<file path="src/rtl/magcmp_pkg.sv">
`timescale 1ns/1ps
package magcmp_pkg;

    // Three-way verdict carried between slices and to the outputs.
    typedef struct packed {
        logic gt;
        logic eq;
        logic lt;
    } rel_t;

    localparam rel_t REL_TIE   = '{gt: 1'b0, eq: 1'b1, lt: 1'b0};
    localparam rel_t REL_ABOVE = '{gt: 1'b1, eq: 1'b0, lt: 1'b0};
    localparam rel_t REL_BELOW = '{gt: 1'b0, eq: 1'b0, lt: 1'b1};

    // Number of slices needed to cover a word.
    function automatic int slice_count(input int data_w, input int slice_w);
        return (data_w + slice_w - 1) / slice_w;
    endfunction

    // Verdict of a single bit pair when it differs.
    function automatic rel_t bit_verdict(input logic a, input logic b);
        rel_t r;
        r.gt = a & ~b;
        r.eq = ~(a ^ b);
        r.lt = ~a & b;
        return r;
    endfunction

endpackage

</file>
<file path="src/rtl/magcmp_slice.sv">
`timescale 1ns/1ps
module magcmp_slice
    import magcmp_pkg::*;
#(
    parameter int SLICE_W = 4
) (
    input  logic [SLICE_W-1:0] a_i,
    input  logic [SLICE_W-1:0] b_i,
    input  rel_t               below_i,
    output rel_t               verdict_o
);

    rel_t [SLICE_W-1:0] bit_rel;

    // Per-bit greater / equal / less terms.
    for (genvar k = 0; k < SLICE_W; k++) begin : g_bit
        assign bit_rel[k] = bit_verdict(a_i[k], b_i[k]);
    end

    // Scan from the top bit; the first unequal position settles the slice.
    // With every bit equal the verdict from below is forwarded untouched.
    always_comb begin
        logic settled;
        settled   = 1'b0;
        verdict_o = below_i;
        for (int k = SLICE_W - 1; k >= 0; k--) begin
            if (!settled && !bit_rel[k].eq) begin
                verdict_o.gt = bit_rel[k].gt;
                verdict_o.eq = 1'b0;
                verdict_o.lt = bit_rel[k].lt;
                settled      = 1'b1;
            end
        end
    end

endmodule

</file>
<file path="src/rtl/magcmp_ladder.sv">
`timescale 1ns/1ps
module magcmp_ladder
    import magcmp_pkg::*;
#(
    parameter int DATA_W  = 10,
    parameter int SLICE_W = 4
) (
    input  logic [DATA_W-1:0] a_i,
    input  logic [DATA_W-1:0] b_i,
    input  rel_t              entry_i,
    output rel_t              result_o
);

    localparam int N_SLICE = slice_count(DATA_W, SLICE_W);
    localparam int PAD_W   = N_SLICE * SLICE_W;

    logic [PAD_W-1:0] a_pad;
    logic [PAD_W-1:0] b_pad;

    // Upper bits of the top slice are zero on both sides.
    always_comb begin
        a_pad             = '0;
        b_pad             = '0;
        a_pad[DATA_W-1:0] = a_i;
        b_pad[DATA_W-1:0] = b_i;
    end

    rel_t link [N_SLICE+1];

    assign link[0] = entry_i;

    for (genvar s = 0; s < N_SLICE; s++) begin : g_slice
        magcmp_slice #(
            .SLICE_W (SLICE_W)
        ) slice_i (
            .a_i       (a_pad[s*SLICE_W +: SLICE_W]),
            .b_i       (b_pad[s*SLICE_W +: SLICE_W]),
            .below_i   (link[s]),
            .verdict_o (link[s+1])
        );
    end

    assign result_o = link[N_SLICE];

endmodule

</file>
<file path="src/rtl/magcmp_out_stage.sv">
`timescale 1ns/1ps
module magcmp_out_stage
    import magcmp_pkg::*;
#(
    parameter bit OUT_REG = 1'b1
) (
    input  logic clk,
    input  logic rst,
    input  rel_t rel_i,
    output rel_t rel_o
);

    if (OUT_REG) begin : g_reg
        rel_t rel_q;
        always_ff @(posedge clk) begin
            if (rst) begin
                rel_q <= REL_TIE;
            end else begin
                rel_q <= rel_i;
            end
        end
        assign rel_o = rel_q;
    end else begin : g_comb
        logic unused_clk;
        assign unused_clk = clk ^ rst;
        assign rel_o      = rel_i;
    end

endmodule

</file>
<file path="src/rtl/magcmp_chain.sv">
`timescale 1ns/1ps
module magcmp_chain
    import magcmp_pkg::*;
#(
    parameter int DATA_W  = 10,
    parameter int SLICE_W = 4,
    parameter bit OUT_REG = 1'b1
) (
    input  logic              clk,
    input  logic              rst,
    input  logic [DATA_W-1:0] a_i,
    input  logic [DATA_W-1:0] b_i,
    input  logic              casc_gt_i,
    input  logic              casc_eq_i,
    input  logic              casc_lt_i,
    output logic              gt_o,
    output logic              eq_o,
    output logic              lt_o
);

    rel_t entry_w;
    rel_t comb_w;
    rel_t final_w;

    assign entry_w.gt = casc_gt_i;
    assign entry_w.eq = casc_eq_i;
    assign entry_w.lt = casc_lt_i;

    magcmp_ladder #(
        .DATA_W  (DATA_W),
        .SLICE_W (SLICE_W)
    ) ladder_i (
        .a_i      (a_i),
        .b_i      (b_i),
        .entry_i  (entry_w),
        .result_o (comb_w)
    );

    magcmp_out_stage #(
        .OUT_REG (OUT_REG)
    ) out_i (
        .clk   (clk),
        .rst   (rst),
        .rel_i (comb_w),
        .rel_o (final_w)
    );

    assign gt_o = final_w.gt;
    assign eq_o = final_w.eq;
    assign lt_o = final_w.lt;

endmodule

</file>
<file path="config.mk">
export PLATFORM = sky130hd
export DESIGN_NAME = magcmp_chain
export DESIGN_NICKNAME = d
export VERILOG_FILES = /design/src/rtl/magcmp_pkg.sv /design/src/rtl/magcmp_slice.sv /design/src/rtl/magcmp_ladder.sv /design/src/rtl/magcmp_out_stage.sv /design/src/rtl/magcmp_chain.sv
export SDC_FILE = /design/constraint.sdc
export NUM_CORES = 1
export LEC_CHECK = 0
export ABC_AREA = 1
export ABC_CLOCK_PERIOD_IN_PS = 4150
export BUFFER_PORTS_ARGS = -buffer_cell sky130_fd_sc_hd__buf_2
export CAP_MARGIN = 20
export CORE_ASPECT_RATIO = 1.75
export CORE_UTILIZATION = 31
export CTS_CLUSTER_SIZE = 20
export DETAILED_ROUTE_END_ITERATION = 10
export PLACE_DENSITY = 0.53
export SLEW_MARGIN = 5
export SYNTH_ARGS = -nofsm -noshare
export SYNTH_HDL_FRONTEND = slang
export SYNTH_SLANG_ARGS = --single-unit
</file>
<file path="constraint.sdc">
create_clock -name clk -period 4.15 [get_ports clk]
set_input_delay 0.6225 -clock clk [delete_from_list [all_inputs] [get_ports clk]]
set_output_delay 0.6225 -clock clk [all_outputs]
set_load 0.005 [all_outputs]
</file>
==> impl_results.md <==
- Met1 usage in global routing: between 10% and 20%
- H-tree levels: 1
- Fin nets: 196
- Slack of the critical path: 2.41 ns
- Die Area: 2520 sq um
- Most frequent cell after synthesis: inv_1
- Post-synthesis cell count: 119
- Max reg flops: 3
- Mapped cell area: roughly 720 sq um
- Synth unique cells: 14
- Reg area: between 60 and 70 sq um
- Critical Path RT: ~4.3 ns
- 1st-iter DRT viols: 8
- Fill cells: between 200 and 300
- HP Class: in -> reg
- Antenna Cells: 0
- Hold buffers post-CTS: 0
- Syn nets: 164
- Final period demand of the worst path: 1.74 ns
- CP Max Fanout: 7
- Worst-Margin Slew: 0.214 ns
- Die W: ~38 um
- Max-Slew Margin vs Limit: 85.8%
- RSZ-0062 raised after global routing: false
- Num rows: 22
- Logic pwr share: between 40% and 50%
- Design Area, Final: 908 sq um
- Reg clk slew, reported paths: approximately 0.040 ns
- Peak Freq: 573 MHz
- Vias in the first global route: 682
- Outcome: finished, final reports clean
- Ys flop type: dfxtp_1
- Multi-input gate area: 510 sq um
- Clock power frac: 32.8%
- Max Cap Violations: 0
- I/O Pins: 28
- CTS tree: yes
- Hold_ws: 0.583 ns
- First-pass GRT wire length: about 2.2 mm
- Area Growth Syn to Fin: 26.7%
- Post-CTS Resized: 0
- Synth warn: 0
- Synth top area share: 34.9%
- Worst Setup End Kind: flop
- Avg Vias per Cell: 4.40
- Area leader, netlist: ha_1
- Total GRT Usage: roughly 12%
- Cell Pwr Density: 175 nW/um^2
- Share of cells above drive strength 1: 21.3%
- Per-cell routed wire length: a little over 8 um
- PortBufs: 27
- Switching fraction of total power: 37.1%
- Residual DRC: 0
- Met3 GRT Util: 1.01%
- Fin. Hold Viols: 0
- Worst VDD drop: between 0.06 and 0.07 mV
- Number of flops mapped to enable cells by yosys: 0
- Setup-failing EPs final: 0
- Post-CTS Setup Bufs: 0
- Pre-CTS WS: about 2.2 ns
- CTS max path bufs: 2
- Internal: 0.0999 mW
- Routed WL: between 1 and 1.5 mm
- Mapped Avg Cell Area: about 6 sq um
- Reg power frac: 19.9%
- Synth area leaders: ha_1 35%, inv_1 20%, nand2_1 11%
- DRT antenna net count: 0
- Fin crit share: 42.0%
- Gr busiest metal: met2
- Hpwl dp: 1.27 mm
- Initial antenna violation count: 0
- Leakage: 0.589 nW
- Crit Path Category: in -> reg
- Synth async-reset ratio: 0%
- CTS Root Cell: clkbuf_4
- Cts bufs inserted: 3
- Core box area: ~2100 sq um
- Number of synthesized register bits: 3
- Via count: approximately 770
- Setup TNS: 0 ns
- 1st-pass router iterations: 4
- # clock sinks: 3
- P_sw: 0.0589 mW
- Largest net degree at the start of global routing: 8
- Initial Util: between 30% and 40%
- Die H: about 66 um
- GRT Residual Overflow: 0
- Crit path arrival time: between 1.5 and 2 ns
- Post-synth top cells: 39 x inv_1, 21 x nand2_1, 20 x ha_1
- M2 GR Usage: around a quarter
- Slew Viols, Final: 0
- Routability cong.: 0.715
- DP Area: just under 900 sq um
- Sequential share of the synthesized area: between 8 and 9%
- Startpoint class of the critical path: input port
## power groups by stage
stage	clock network (mW)	registers (mW)	logic, mW
after floorplan	0	0.0326	0.0495
after global placement	0	0.0321	0.0747
after detailed placement	0	0.0321	0.0766
after CTS	0.0535	0.0317	0.0770
after global routing	0.0583	0.0319	0.0880
final	0.0521	0.0317	0.0751
## worst max-delay path, cell delays in order
cell     delay (ns)
buf_2          0.09
inv_1          0.04
ha_1           0.39
nand3_2        0.14
nor2_4         0.14
nor2_1         0.06
nand2_1        0.06
nand2_1        0.05
nand2_1        0.05
nand2_1        0.05
nand2_1        0.05
nand2_1        0.05
a21oi_1        0.11
## layout make-up
class,instances,area share (%)
sequential,3,6.61
multi-input combinational,77,56.2
tap,24,3.31
timing repair buffer,27,14.9
clock buffer,4,2.89
inverter,39,16.1
## cell usage in the layout (no fill, tap or decap)
cell      netlist  layout
nor2_1         12      12
clkbuf_1        0       1
inv_1          39      39
nand3_2         1       1
a21oi_1         4       4
dfxtp_1         3       3
buf_2           0      27
o22ai_1         1       1
nor2_4          1       1
nand2_1        21      21
ha_1           20      20
nand4_1         1       1
nor3_1          1       1
clkbuf_4        0       3
nand3_1        11      11
o21ai_0         3       3
o21bai_1        1       1
## final timing paths
kind,startpoint,to,cells past startpoint
worst max-delay path,a_i[3],out_i.rel_o[0],13
worst min-delay path,rst,out_i.rel_o[2],2
## metrics by stage
step	power, mW	cells	utilization [%]
after floorplan	0.0821	119	-
after global placement	0.107	170	41.1
final	0.159	174	42.3
after detailed placement	0.109	170	41.1
after CTS	0.162	174	42.3
after global routing	0.178	174	42.3
## cell families after synthesis
group / share of synthesized area [%]
AO/OA/AOI/OAI: 6.81
AND/OR/NAND/NOR: 29.5
adder cells (fa/ha/maj): 34.9
flip-flops: 8.38
buffers and inverters: 20.4
## routing by layer
metal	vias up	share of wire (%)
li1	414	-
met1	331	37
met2	20	60
met3	0	3.8
met4	0	0
met5	-	0
Note: power is estimated with default switching activity, not from simulation.
